===== config.mk =====
export PLATFORM = sky130hd
export DESIGN_NAME = lookahead_adder
export DESIGN_NICKNAME = d
export VERILOG_FILES = /design/src/rtl/lac_pkg.sv /design/src/rtl/lac_lookahead.sv /design/src/rtl/lac_slice.sv /design/src/rtl/lookahead_adder.sv
export SDC_FILE = /design/constraint.sdc
export NUM_CORES = 1
export LEC_CHECK = 0
export ABC_AREA = 1
export CORE_MARGIN = 2
export CORE_UTILIZATION = 43
export DETAILED_ROUTE_END_ITERATION = 6
export GPL_ROUTABILITY_DRIVEN = 0
export PLACE_DENSITY_LB_ADDON = 0.25
export REMOVE_ABC_BUFFERS = 1
export SKIP_LAST_GASP = 1
export SLEW_MARGIN = 20
export SYNTH_ARGS = -nofsm -noshare
export SYNTH_HDL_FRONTEND = slang
export SYNTH_SLANG_ARGS = --single-unit

===== constraint.sdc =====
create_clock -name vclk -period 2.8
set_input_delay 0.56 -clock vclk [all_inputs]
set_output_delay 0.56 -clock vclk [all_outputs]
set_load 0.01 [all_outputs]

===== src/rtl/lac_pkg.sv =====
package lac_pkg;
  // Width of one lookahead slice and number of slices in the adder.
  localparam int unsigned SLICE_BITS  = 4;
  localparam int unsigned SLICE_COUNT = 4;
  localparam int unsigned ADD_BITS    = SLICE_BITS * SLICE_COUNT;
endpackage


===== src/rtl/lac_lookahead.sv =====
// Lookahead unit: from N generate/propagate pairs and a carry-in, forms
// the carries into positions 1..N-1 in expanded two-level form, plus the
// block generate and block propagate used by the next level up.
module lac_lookahead #(
  parameter int unsigned N = 4
) (
  input  logic [N-1:0] gen_i,
  input  logic [N-1:0] prop_i,
  input  logic         cin_i,
  output logic [N-2:0] carry_o,
  output logic         blk_gen_o,
  output logic         blk_prop_o
);

  logic chain;
  logic term;
  logic acc;

  always_comb begin
    carry_o    = '0;
    blk_gen_o  = 1'b0;
    blk_prop_o = 1'b1;
    chain      = 1'b0;
    term       = 1'b0;
    acc        = 1'b0;
    // Carry into position k: the carry-in propagated through 0..k-1, or a
    // generate at j propagated through j+1..k-1.
    for (int k = 1; k < N; k++) begin
      chain = cin_i;
      for (int i = 0; i < k; i++) begin
        chain = chain & prop_i[i];
      end
      acc = chain;
      for (int j = 0; j < k; j++) begin
        term = gen_i[j];
        for (int i = j + 1; i < k; i++) begin
          term = term & prop_i[i];
        end
        acc = acc | term;
      end
      carry_o[k-1] = acc;
    end
    // Block generate: same expansion at position N without the carry-in.
    acc = 1'b0;
    for (int j = 0; j < N; j++) begin
      term = gen_i[j];
      for (int i = j + 1; i < N; i++) begin
        term = term & prop_i[i];
      end
      acc = acc | term;
    end
    blk_gen_o = acc;
    for (int i = 0; i < N; i++) begin
      blk_prop_o = blk_prop_o & prop_i[i];
    end
  end

endmodule


===== src/rtl/lac_slice.sv =====
// One slice of the adder: bit terms, internal carries from the slice's own
// incoming carry, sum bits, and the slice generate/propagate pair.
module lac_slice #(
  parameter int unsigned W = 4
) (
  input  logic [W-1:0] a_i,
  input  logic [W-1:0] b_i,
  input  logic         cin_i,
  output logic [W-1:0] sum_o,
  output logic         slice_gen_o,
  output logic         slice_prop_o
);

  logic [W-1:0] bit_gen;
  logic [W-1:0] bit_prop;
  logic [W-2:0] inner_carry;
  logic [W-1:0] carry_vec;

  assign bit_gen  = a_i & b_i;
  assign bit_prop = a_i | b_i;

  lac_lookahead #(.N(W)) u_inner (
    .gen_i      (bit_gen),
    .prop_i     (bit_prop),
    .cin_i      (cin_i),
    .carry_o    (inner_carry),
    .blk_gen_o  (slice_gen_o),
    .blk_prop_o (slice_prop_o)
  );

  assign carry_vec = {inner_carry, cin_i};
  assign sum_o     = a_i ^ b_i ^ carry_vec;

endmodule


===== src/rtl/lookahead_adder.sv =====
// Two-level carry-lookahead adder: slices feed a second lookahead unit that
// delivers every slice carry-in directly from slice terms and carry_in_i.
module lookahead_adder
  import lac_pkg::*;
#(
  parameter int unsigned SLICE_W = SLICE_BITS,
  parameter int unsigned SLICE_N = SLICE_COUNT,
  localparam int unsigned WIDTH  = SLICE_W * SLICE_N
) (
  input  logic [WIDTH-1:0]   a_i,
  input  logic [WIDTH-1:0]   b_i,
  input  logic               carry_in_i,
  output logic [WIDTH-1:0]   sum_o,
  output logic               carry_out_o,
  output logic [SLICE_N-1:0] grp_gen_o,
  output logic [SLICE_N-1:0] grp_prop_o
);

  logic [SLICE_N-1:0] slice_cin;
  logic [SLICE_N-2:0] upper_carry;
  logic               top_gen;
  logic               top_prop;

  lac_lookahead #(.N(SLICE_N)) u_upper (
    .gen_i      (grp_gen_o),
    .prop_i     (grp_prop_o),
    .cin_i      (carry_in_i),
    .carry_o    (upper_carry),
    .blk_gen_o  (top_gen),
    .blk_prop_o (top_prop)
  );

  assign slice_cin   = {upper_carry, carry_in_i};
  assign carry_out_o = top_gen | (top_prop & carry_in_i);

  for (genvar s = 0; s < SLICE_N; s++) begin : g_slice
    lac_slice #(.W(SLICE_W)) u_slice (
      .a_i          (a_i[s*SLICE_W +: SLICE_W]),
      .b_i          (b_i[s*SLICE_W +: SLICE_W]),
      .cin_i        (slice_cin[s]),
      .sum_o        (sum_o[s*SLICE_W +: SLICE_W]),
      .slice_gen_o  (grp_gen_o[s]),
      .slice_prop_o (grp_prop_o[s])
    );
  end

endmodule


# After elaboration in Yosys (flattened, before gate mapping)
# Index checks and enable logic that the tools add are counted.
# op_classes
bitwise_logic,123
# ops
operator,n
$and A1 B1 Y1,61
$or A1 B1 Y1,46
$xor A4 B4 Y4,8
$and A4 B4 Y4,4
$or A4 B4 Y4,4
# word_totals
reg_bits,0
word_cells,123
output_inout_bits,25
in_bits,33

# Longest topological paths before layout
# depth
ltp_word,19
depth_mapped,15
depth_no_buf,15

# By module
# From an unflattened synthesis, not the netlist that was laid out.
# unflattened
cells_unflattened,248
hier_area_um2,1292.5
# modules_own_cells
module,area_each_um2,instances,cells_per_inst
lac_slice,220.2,4,40
lac_lookahead,80.1,5,17
lookahead_adder,11.3,1,3

# Least setup slack after synthesis
# Ideal clock, no wire load.
# synth_timing
path_type,in2out
startpoint,input port a_i[0]
endpoint,output port sum_o[9]
path_slack_ns,0.309
t_required_ns,2.240
cell_stages,11
t_arrival_ns,1.931
path_cell_list,inv_1 -> ha_1 -> inv_1 -> nand3_1 -> inv_1 -> nand2_1 -> nand3_2 -> a21oi_1 -> inv_1 -> fa_1 -> xor2_1
# synth_via
elab_chain_len,13
# synth_rtl
element,line_no,rtl
start: declaration,lookahead_adder.sv:10,"input logic [WIDTH-1:0] a_i,"
$and A4 B4 Y4,lac_slice.sv:19,assign bit_gen = a_i & b_i;
$and A1 B1 Y1 (3 in series),lac_lookahead.sv:48,term = term & prop_i[i];
$or A1 B1 Y1 (3 in series),lac_lookahead.sv:50,acc = acc | term;
$and A1 B1 Y1,lac_lookahead.sv:37,term = term & prop_i[i];
$or A1 B1 Y1 * (2 in series),lac_lookahead.sv:39,acc = acc | term;
$and A1 B1 Y1 *,lac_lookahead.sv:31,chain = chain & prop_i[i];
$or A1 B1 Y1 *,lac_lookahead.sv:39,
$xor A4 B4 Y4 *,lac_slice.sv:32,assign sum_o = a_i ^ b_i ^ carry_vec;
end: declaration,lookahead_adder.sv:13,"output logic [WIDTH-1:0] sum_o,"
# Every way passes the cells marked *; elsewhere a longest branch is shown, timed or not.

# Final worst setup path
# layout_timing
startpoint,input port a_i[9]
endpoint,output port sum_o[13]
# layout_via
elab_chain_len,11
# layout_rtl
element,line_no,rtl
$or A4 B4 Y4,lac_slice.sv:20,assign bit_prop = a_i | b_i;
$and A1 B1 Y1 (on tied branches) (3 in series),"lac_lookahead.sv:54, lac_lookahead.sv:48",
"$and A1 B1 Y1, or another cell as far along",lac_lookahead.sv:31,
$or A1 B1 Y1 (on tied branches) (2 in series),"lac_lookahead.sv:39, lac_lookahead.sv:50",
$or A1 B1 Y1 *,lac_lookahead.sv:39,
$and A1 B1 Y1 *,lac_lookahead.sv:31,
$or A1 B1 Y1 *,lac_lookahead.sv:39,
$xor A4 B4 Y4 *,lac_slice.sv:32,
# Marks and branches as above.

==> metrics.cfg <==
[worst_setup_path]
cp_top_family=buffers and inverters
max_stage_delay_ns=0.36
cp.arrival_ns=2.22
path_buf_inv=5
cp-end-kind=primary output
required_ns=2.24
worstSetupPathType=input port to primary output
slowest_stage=fa_2
cp_cell_sequence=dlygate4sd2_1, inv_1, ha_2, inv_1, nand2_1, nand2_1, inv_2, nor2_1, nor2_1, nand4_2, fa_2, xor2_1, buf_2
crit_path_max_fanout=2
start_kind=input port

[sta]
worstMarginPinSlew_ns=0.214
finalCritPeriodShare=0.994
hold_ws_ns=1.62
rsz0062_at_grt=yes
hold_violations=0
max_slew_margin=0.856
fin_crit_ns=2.78
slew_violations=0
setup_viol=0
fmax_mhz=359

[floorplanning]
start_util=0.459
die_w_um=55.9
io_pins=58
rows=18
coreArea_sq_um=2520
dieHeight_um=55.9
dieArea_sq_um=3120

[power]
leakagePower_uw=0.00118
power.total_uw=417
ir_drop_mv=0.158
pwr_density_cell_nw_per_um2=206

[cells_and_area]
layout_common_cells=inv_1, buf_4, ha_1, dlygate4sd2_1, clkdlybuf4s50_1
clock_buffers=0
antennaDiodeCount=0
finalNetCount=325
fillCellCount=168
final-seq-area_sq_um=0
seq_cells=0
layout_commonest_cell=inv_1
syn_to_final_growth_pct=75.4
final_util=0.805
drive_gt1_frac=0.394

[logic_synthesis]
synth_top_cell_by_area=ha_1
synth-warning-count=0
seq_area_frac_synth=0
synth_top_area_share=0.346
syn-instance-count=173
synth_area_sq_um=1160
synthTopCellsByArea=ha_1, inv_1, nand2_1
synth.distinct_cells=21
avgSynthCellArea_sq_um=6.69

[drt]
dr.max_layer_used=met4
num_vias=1229
routed_wl_mm=2.93
ant_nets=0
drt_iter0_drc=20
wl_met3_um=163
drc=0
wl_per_cell_um=10.3
met1Wirelength_mm=1.16
via_per_inst=4.33
wl_met2_mm=1.59
drtPass1Iterations=4

[status]
outcome=complete, no violations

[global_routing]
grt_max_degree=5
grt_pass1_wl_mm=4.72
antenna_found_initial=0
grt_overflow=0
grt_pass1_vias=1152
track_usage=0.178

[placement]
hpwlAfterDp_mm=2.12
io_buffers=58

[flow_run]
cap_violations=0

[worst_hold_path]
hold_class=input port to primary output

-- cell families (layout without fill, tap and decap cells) --
logic type	Yosys count	in the layout	share of synthesized area
buffers and inverters	67	148	0.243
and+or+nand+nor	53	53	0.232
adders and majority gates	36	36	0.415
xor gates and xnor gates	10	10	0.0757
AOI/OAI and AO/OA	7	7	0.0335
-- cell usage after synthesis, types with 2 or more instances --
cell type	n
inv_1	59
ha_1	32
nand2_1	22
nor2_1	14
buf_4	8
xnor2_1	5
xor2_1	5
a21oi_1	4
fa_1	4
nand3_1	4
nand2_2	3
nor3_1	3
nand3_2	2
-- power by group --
group	internal [uW]	switching [uW]	leakage [uW]
combinational	222	196	0.00118
clock	0	0	0
sequential	0	0	0
-- stage by stage --
| stage | cells | setup TNS, ns | setup WS [ns] | instance area (sq um) |
|---|---|---|---|---|
| after floorplan | 165 | 0 | 0.309 | 1100 |
| after global placement | 272 | -8.01 | -0.653 | 1860 |
| after detailed placement | 272 | -8.50 | -0.713 | 1860 |
| after CTS | 281 | -0.00715 | -0.00715 | 1980 |
| after global routing | 284 | -0.482 | -0.113 | 2030 |
| final | 284 | 0 | 0.0165 | 2030 |
-- worst paths after layout --
| kind | from | end | depth (start not counted) |
|---|---|---|---|
| min | b_i[8] | sum_o[8] | 4 |
| max | a_i[9] | sum_o[13] | 13 |
-- what timing repair did --
item,CTS,global route
endpoints found under the setup margin,22,14
buffers inserted,9,3
pin swaps,26,18
hold buffers,0,0
resized for setup,114,27
-- area by class of cell --
cell class	count	area, sq um	area share
well taps	30	37.5	0.0185
inverters	59	221	0.109
repair buffers	89	739	0.364
multi-input cells	106	1030	0.508
-- routing by layer --
metal	vias to the layer above	track usage
li1	649	-
met1	546	0.221
met2	32	0.337
met3	2	0.0233
met4	0	0.0136
met5	-	0
Power figures use the tool's default switching activity.
